**src/rtl/pinmux_pkg.sv**
```systemverilog
package pinmux_pkg;
  localparam int DATA_W      = 32;
  localparam int FN_W        = 3;
  localparam int FN_PER_WORD = 10;
  localparam int BANK_W      = 32;
  localparam int IDX_W       = 4;
  // word indexes (byte address / 4) of the first word of each region
  localparam int SET_WORD    = 7;
  localparam int CLR_WORD    = 10;
  localparam int LEV_WORD    = 13;

  typedef logic [FN_W-1:0] fn_code_t;
  localparam fn_code_t FN_INPUT  = 3'd0;
  localparam fn_code_t FN_OUTPUT = 3'd1;

  typedef enum logic [2:0] {
    RG_NONE = 3'd0,
    RG_FSEL = 3'd1,
    RG_SET  = 3'd2,
    RG_CLR  = 3'd3,
    RG_LEV  = 3'd4
  } region_t;
endpackage

```
**src/rtl/pinmux_addr_decode.sv**
```systemverilog
module pinmux_addr_decode
  import pinmux_pkg::*;
#(
  parameter int ADDR_W     = 8,
  parameter int NUM_FWORDS = 6,
  parameter int NUM_BANKS  = 2
) (
  input  logic [ADDR_W-1:0] addr,
  output region_t           region,
  output logic [IDX_W-1:0]  idx
);
  always_comb begin
    int w;
    w      = int'(addr[ADDR_W-1:2]);
    region = RG_NONE;
    idx    = '0;
    if (addr[1:0] == 2'b00) begin
      if (w < NUM_FWORDS) begin
        region = RG_FSEL;
        idx    = IDX_W'(w);
      end else if (w >= SET_WORD && w < SET_WORD + NUM_BANKS) begin
        region = RG_SET;
        idx    = IDX_W'(w - SET_WORD);
      end else if (w >= CLR_WORD && w < CLR_WORD + NUM_BANKS) begin
        region = RG_CLR;
        idx    = IDX_W'(w - CLR_WORD);
      end else if (w >= LEV_WORD && w < LEV_WORD + NUM_BANKS) begin
        region = RG_LEV;
        idx    = IDX_W'(w - LEV_WORD);
      end
    end
  end
endmodule

```
**src/rtl/pinmux_fsel_regs.sv**
```systemverilog
module pinmux_fsel_regs
  import pinmux_pkg::*;
#(
  parameter int NUM_PINS   = 54,
  parameter int NUM_FWORDS = 6
) (
  input  logic                          clk,
  input  logic                          rst_n,
  input  logic                          wr_en,
  input  logic [IDX_W-1:0]              wr_idx,
  input  logic [FN_PER_WORD*FN_W-1:0]   wr_field,
  output logic [NUM_PINS*FN_W-1:0]      fn_flat,
  output logic [NUM_FWORDS*DATA_W-1:0]  rd_words
);
  fn_code_t fn_q [NUM_PINS];
  fn_code_t fn_d [NUM_PINS];

  // next state: only the pins of the addressed word take new fields
  always_comb begin
    for (int p = 0; p < NUM_PINS; p++) begin
      fn_d[p] = fn_q[p];
      if (wr_idx == IDX_W'(p / FN_PER_WORD))
        fn_d[p] = wr_field[(p % FN_PER_WORD)*FN_W +: FN_W];
    end
  end

  always_ff @(posedge clk or negedge rst_n) begin
    if (!rst_n) begin
      for (int p = 0; p < NUM_PINS; p++) fn_q[p] <= FN_INPUT;
    end else if (wr_en) begin
      for (int p = 0; p < NUM_PINS; p++) fn_q[p] <= fn_d[p];
    end
  end

  // flat code vector and packed read words; unbacked bits stay zero
  always_comb begin
    fn_flat  = '0;
    rd_words = '0;
    for (int p = 0; p < NUM_PINS; p++) begin
      fn_flat[p*FN_W +: FN_W] = fn_q[p];
      rd_words[(p / FN_PER_WORD)*DATA_W + (p % FN_PER_WORD)*FN_W +: FN_W] = fn_q[p];
    end
  end
endmodule

```
**src/rtl/pinmux_out_latch.sv**
```systemverilog
module pinmux_out_latch
  import pinmux_pkg::*;
#(
  parameter int NUM_PINS = 54
) (
  input  logic                clk,
  input  logic                rst_n,
  input  logic                set_en,
  input  logic                clr_en,
  input  logic [IDX_W-1:0]    bank_idx,
  input  logic [DATA_W-1:0]   wdata,
  output logic [NUM_PINS-1:0] latch_q
);
  logic [NUM_PINS-1:0] latch_d;
  logic                upd_en;

  assign upd_en = set_en | clr_en;

  always_comb begin
    latch_d = latch_q;
    for (int p = 0; p < NUM_PINS; p++) begin
      if (bank_idx == IDX_W'(p / BANK_W) && wdata[p % BANK_W]) begin
        if (set_en)      latch_d[p] = 1'b1;
        else if (clr_en) latch_d[p] = 1'b0;
      end
    end
  end

  always_ff @(posedge clk or negedge rst_n) begin
    if (!rst_n)      latch_q <= '0;
    else if (upd_en) latch_q <= latch_d;
  end
endmodule

```
**src/rtl/pinmux_level_sample.sv**
```systemverilog
module pinmux_level_sample #(
  parameter int NUM_PINS = 54
) (
  input  logic                clk,
  input  logic                rst_n,
  input  logic [NUM_PINS-1:0] pin_in,
  output logic [NUM_PINS-1:0] lvl_q
);
  logic [NUM_PINS-1:0] lvl_d;
  logic                smp_en;

  assign smp_en = 1'b1;
  assign lvl_d  = pin_in;

  always_ff @(posedge clk or negedge rst_n) begin
    if (!rst_n)      lvl_q <= '0;
    else if (smp_en) lvl_q <= lvl_d;
  end
endmodule

```
**src/rtl/pinmux_bank.sv**
```systemverilog
module pinmux_bank
  import pinmux_pkg::*;
#(
  parameter int NUM_PINS = 54,
  parameter int ADDR_W   = 8
) (
  input  logic                     clk,
  input  logic                     rst_n,
  input  logic [ADDR_W-1:0]        bus_addr,
  input  logic                     bus_we,
  input  logic [DATA_W-1:0]        bus_wdata,
  output logic [DATA_W-1:0]        bus_rdata,
  input  logic [NUM_PINS-1:0]      pin_in,
  output logic [NUM_PINS*FN_W-1:0] pin_func,
  output logic [NUM_PINS-1:0]      pin_out,
  output logic [NUM_PINS-1:0]      pin_oe
);
  localparam int NUM_FWORDS = (NUM_PINS + FN_PER_WORD - 1) / FN_PER_WORD;
  localparam int NUM_BANKS  = (NUM_PINS + BANK_W - 1) / BANK_W;

  // reset: asserted asynchronously, released after two clock edges
  logic [1:0] rst_sync_q;
  logic       rst_int_n;

  always_ff @(posedge clk or negedge rst_n) begin
    if (!rst_n) rst_sync_q <= 2'b00;
    else        rst_sync_q <= {rst_sync_q[0], 1'b1};
  end
  assign rst_int_n = rst_sync_q[1];

  region_t           region;
  logic [IDX_W-1:0]  idx;

  pinmux_addr_decode #(
    .ADDR_W(ADDR_W), .NUM_FWORDS(NUM_FWORDS), .NUM_BANKS(NUM_BANKS)
  ) u_dec (
    .addr(bus_addr), .region(region), .idx(idx)
  );

  logic fsel_we, set_we, clr_we;
  assign fsel_we = bus_we && (region == RG_FSEL);
  assign set_we  = bus_we && (region == RG_SET);
  assign clr_we  = bus_we && (region == RG_CLR);

  logic [NUM_FWORDS*DATA_W-1:0] fsel_words;

  pinmux_fsel_regs #(
    .NUM_PINS(NUM_PINS), .NUM_FWORDS(NUM_FWORDS)
  ) u_fsel (
    .clk(clk), .rst_n(rst_int_n), .wr_en(fsel_we), .wr_idx(idx),
    .wr_field(bus_wdata[FN_PER_WORD*FN_W-1:0]),
    .fn_flat(pin_func), .rd_words(fsel_words)
  );

  pinmux_out_latch #(
    .NUM_PINS(NUM_PINS)
  ) u_latch (
    .clk(clk), .rst_n(rst_int_n), .set_en(set_we), .clr_en(clr_we),
    .bank_idx(idx), .wdata(bus_wdata), .latch_q(pin_out)
  );

  logic [NUM_PINS-1:0] lvl_q;

  pinmux_level_sample #(
    .NUM_PINS(NUM_PINS)
  ) u_lvl (
    .clk(clk), .rst_n(rst_int_n), .pin_in(pin_in), .lvl_q(lvl_q)
  );

  // output enable follows the function code of each pin
  for (genvar p = 0; p < NUM_PINS; p++) begin : g_oe
    assign pin_oe[p] = (pin_func[p*FN_W +: FN_W] == FN_OUTPUT);
  end

  logic [NUM_BANKS*BANK_W-1:0] lvl_pad;
  always_comb begin
    lvl_pad                 = '0;
    lvl_pad[NUM_PINS-1:0]   = lvl_q;
  end

  always_comb begin
    case (region)
      RG_FSEL: bus_rdata = fsel_words[int'(idx)*DATA_W +: DATA_W];
      RG_LEV:  bus_rdata = lvl_pad[int'(idx)*BANK_W +: DATA_W];
      default: bus_rdata = '0;
    endcase
  end
endmodule

```
**config.mk**
```make
export PLATFORM = sky130hd
export DESIGN_NAME = pinmux_bank
export DESIGN_NICKNAME = d
export VERILOG_FILES = /design/src/rtl/pinmux_pkg.sv /design/src/rtl/pinmux_addr_decode.sv /design/src/rtl/pinmux_fsel_regs.sv /design/src/rtl/pinmux_out_latch.sv /design/src/rtl/pinmux_level_sample.sv /design/src/rtl/pinmux_bank.sv
export SDC_FILE = /design/constraint.sdc
export NUM_CORES = 1
export LEC_CHECK = 0
export ABC_AREA = 1
export CORE_MARGIN = 5
export CORE_UTILIZATION = 60
export CTS_BUF_LIST = sky130_fd_sc_hd__clkbuf_16
export DETAILED_ROUTE_END_ITERATION = 12
export DONT_BUFFER_PORTS = 1
export PLACE_DENSITY = 0.76
export SLEW_MARGIN = 15
export SYNTH_ARGS = -nofsm -noshare
export SYNTH_HDL_FRONTEND = slang
export SYNTH_SLANG_ARGS = --single-unit
```
**constraint.sdc**
```tcl
create_clock -name clk -period 10.7 [get_ports clk]
set_input_delay 0.535 -clock clk [delete_from_list [all_inputs] [get_ports clk]]
set_output_delay 0.535 -clock clk [all_outputs]
set_load 0.02 [all_outputs]
```
==> qor.txt <==
Least-Margin Pin Slew = 1100 ps
CTS buffer count = 29
Top achievable clock speed = 0.215 GHz
Initial DRC count = 1176
Reg2Reg Depth = 2
Largest net degree at the start of global routing = 80
IO Pins = 399
Crit path max fanout = 48
Post-cts sizing count = 0
Largest family of logic cells by synthesized area = simple AND/OR/NAND/NOR gates
DIE WIDTH = 158 um
Routed len/inst = 23.0 um
Reg-to-reg slack, setup = 7980 ps
Post-route DRC = 0
Die area = 25100 sq um
Hold slack = 16.1 ps
Count of input and output buffers = 0
Layout Nets = 1710
GP Congestion = 0.975
Fillcell total = 1897
Status = complete, no violations
Fraction of the mapped netlist area in simple logic gates = 0.254
Post-CTS Setup Bufs = 0
Initial Utilization = 0.607
CP top delay family = simple AND/OR/NAND/NOR gates
Synth area leader = dfrtp_1
Setup TNS = 0 ps
VDD IR max = 0.102 mV
Detailed-router iteration count before antenna repair = 5
Slew Limit Fails = 0
Hold path depth = 0
Yosys cell types = 39
Worst reg2reg path startpoint = rst_sync_q[1]
Post-DP Area = 13200 sq um
Total congestion overflow = 0
Area of the mapped netlist = 13200 sq um
Syn nets = 1751
Yosys top cell area share = 0.515
Max Cap Viol = 0
CTS tree = built
ANT nets after route = 0
Final Hold Vio Count = 0
Fin crit share = 0.434
Met2 Use GR = 0.504
RSZ-0062 raised after global routing = false
H-tree depth = 1
Placed insts = 1846
Critical Path, Cell by Cell = inv_1 -> ha_1 -> nand2_1 -> nor2_2 -> nor2_4 -> nand3_1 -> nand3_2 -> nand2_2 -> buf_4 -> inv_2 -> nand3_1 -> nand2_1 -> nand2_1 -> nand3_1 -> a21oi_1
Post-synthesis mux area share = 0.00909
Synth Area in Compound Gates = 0.129
Gr usage total = 0.340
Cell Rows = 54
EDFF count, synth = 0
Layout cells sized above 1 = 0.0775
Die Ht = 158 um
CP startpoint kind = input port
M3 GR Usage = 0.104
Yosys reg bits = 272
Area share of fa/ha/maj cells after synthesis = 0.00663
Hold-fix buffers, CTS = 9
Critical-path top delay cell = a21oi_1
Power Density = 166 nW/um^2
Post-Synthesis Cells = 1647
Post-synthesis sequential area ratio = 0.515
Final setup viols = 0
Crit Reg-Reg Endpoint = u_fsel.fn_flat[51]
Worst hold start = pin_in[25]
Worst Setup End Kind = primary output
Xor-xnor portion of the synthesized cell area = 0.00133
Root Buffer Master = clkbuf_16
Most used DFF post-synth = dfrtp_1
Area grow syn2layout = 7.48%
Clock slew at reported path FFs = 60 ps
Clk buf depth = 3
Mapped Avg Cell Area = 8.02 sq um
Vias in the first global route = 10708
Post-synth ARST share = 1.00
Leakage power = 6.72 nW
Via/cell ratio = 5.95
Post-DP HPWL = 31.7 mm
Clk_lat worst skew = 540 ps
Initial antenna violation count = 8
YS warnings = 0
Top Usage Layer GRT = met2
Drt total wl = 44.0 mm
Min Clock Period, post-route = 4640 ps
WP depth = 15
Crit path DAT = 4110 ps
WHS Endpoint = u_lvl.lvl_q[25]
Critical path class = input port to primary output
Setup Skew = 13.9 ps
Critical path's largest stage delay = 570 ps
CORE AREA = 21800 sq um
Vias = 11364
Required time of the critical path = 10170 ps
Top cells by area, synth = dfrtp_1 52%, nand2_1 15%, nand3_1 5.2%
Relative slew slack = 0.261
Post-Layout Cell Count = 1910
Crit path buffers/inverters = 3
Met1 GRT Util = 0.491
Design area = 14200 sq um
Min-Delay Path Class = input port to register
First-pass GRT wire length = 65.4 mm
Clk sinks = 272
==> report_power, final <==
group | leakage, nW | internal (mW) | switching (mW)
clock | 0.470 | 0.562 | 0.410
sequential | 3.46 | 1.07 | 0.0901
combinational | 2.79 | 0.0607 | 0.159
==> sequential cells by signal, summed over array words and instances (netlist names) <==
signal           cells
rst_sync_q           2
u_lvl.lvl_q         54
u_fsel.fn_flat     162
u_latch.latch_q     54
==> worst register-to-register path: stages, from the launching register on <==
cell,delay [ps]
dfrtp_4,890
buf_4,830
buf_4,950
==> worst max-delay path by stage <==
stage,from,end,slack (ps)
4_1_cts,bus_addr[3],bus_rdata[13],6090
3_3_place_gp,bus_addr[3],u_fsel.fn_flat[45],6180
5_1_grt,bus_addr[3],bus_rdata[13],5820
3_5_place_dp,bus_addr[1],u_fsel.fn_flat[33],6080
6_report,bus_addr[3],bus_rdata[13],6060
2_1_floorplan,rst_sync_q[1],u_fsel.fn_flat[0],2560
==> synthesized netlist by cell type (6+ instances only) <==
cell type	n
nor2_1	35
nand2_2	6
inv_1	156
buf_6	10
buf_2	35
clkbuf_1	39
nand2_1	526
mux2i_1	12
a21oi_1	40
dfrtp_1	272
nor3b_1	22
o21ai_2	30
o21ai_1	121
nand3_1	136
nor3_1	32
ha_1	7
inv_2	10
o21ai_0	114
==> layout by cell type, fill, tap and decap left out, drive strengths merged, types with 2 or more instances in the layout <==
| master | count |
|---|---|
| mux2i | 12 |
| o211ai | 5 |
| or2 | 5 |
| clkinv | 14 |
| dlygate4sd3 | 9 |
| a21oi | 41 |
| nand3b | 2 |
| bufinv | 3 |
| buf | 10 |
| nand2 | 534 |
| nor3b | 22 |
| nand3 | 138 |
| clkbuf | 29 |
| ha | 7 |
| nand4 | 2 |
| o21ai | 265 |
| nor3 | 35 |
| nor2 | 42 |
| dfrtp | 272 |
| diode | 5 |
| inv | 171 |
==> through the flow <==
stage | utilization | total power, mW | setup WS (ps)
detailed placement | 0.606 | 1.39 | 6080
finish | 0.653 | 2.35 | 6060
CTS | 0.652 | 2.35 | 6090
global route | 0.652 | 2.43 | 5820
global placement | 0.606 | 1.39 | 6180
floorplan | - | 1.31 | 2560
==> logic make-up after synthesis <==
logic type                 count (synthesis)
and+or+nand+nor                          781
muxes                                     12
xor gates and xnor gates                   2
buffers and inverters                    258
DFF                                      272
other                                      1
adders and majority gates                  7
AOI/OAI and AO/OA                        314
==> routing by layer <==
metal / part of all wire / up-vias
met3: 0.12 / 97
met4: 0.034 / 4
li1: - / 5232
met1: 0.41 / 5373
met2: 0.44 / 658
met5: 0.00061 / -
==> layout make-up <==
class | instances | area, sq um | area share
repair buffers | 19 | 165 | 0.0116
well taps | 280 | 350 | 0.0247
clock inverters | 21 | 179 | 0.0126
clock buffers | 29 | 726 | 0.0511
flip-flops and latches | 272 | 6810 | 0.480
diodes | 5 | 12.5 | 0.000881
multi-input cells | 1117 | 5330 | 0.375
inverters | 167 | 627 | 0.0441
(Power assumes the default switching activity.)
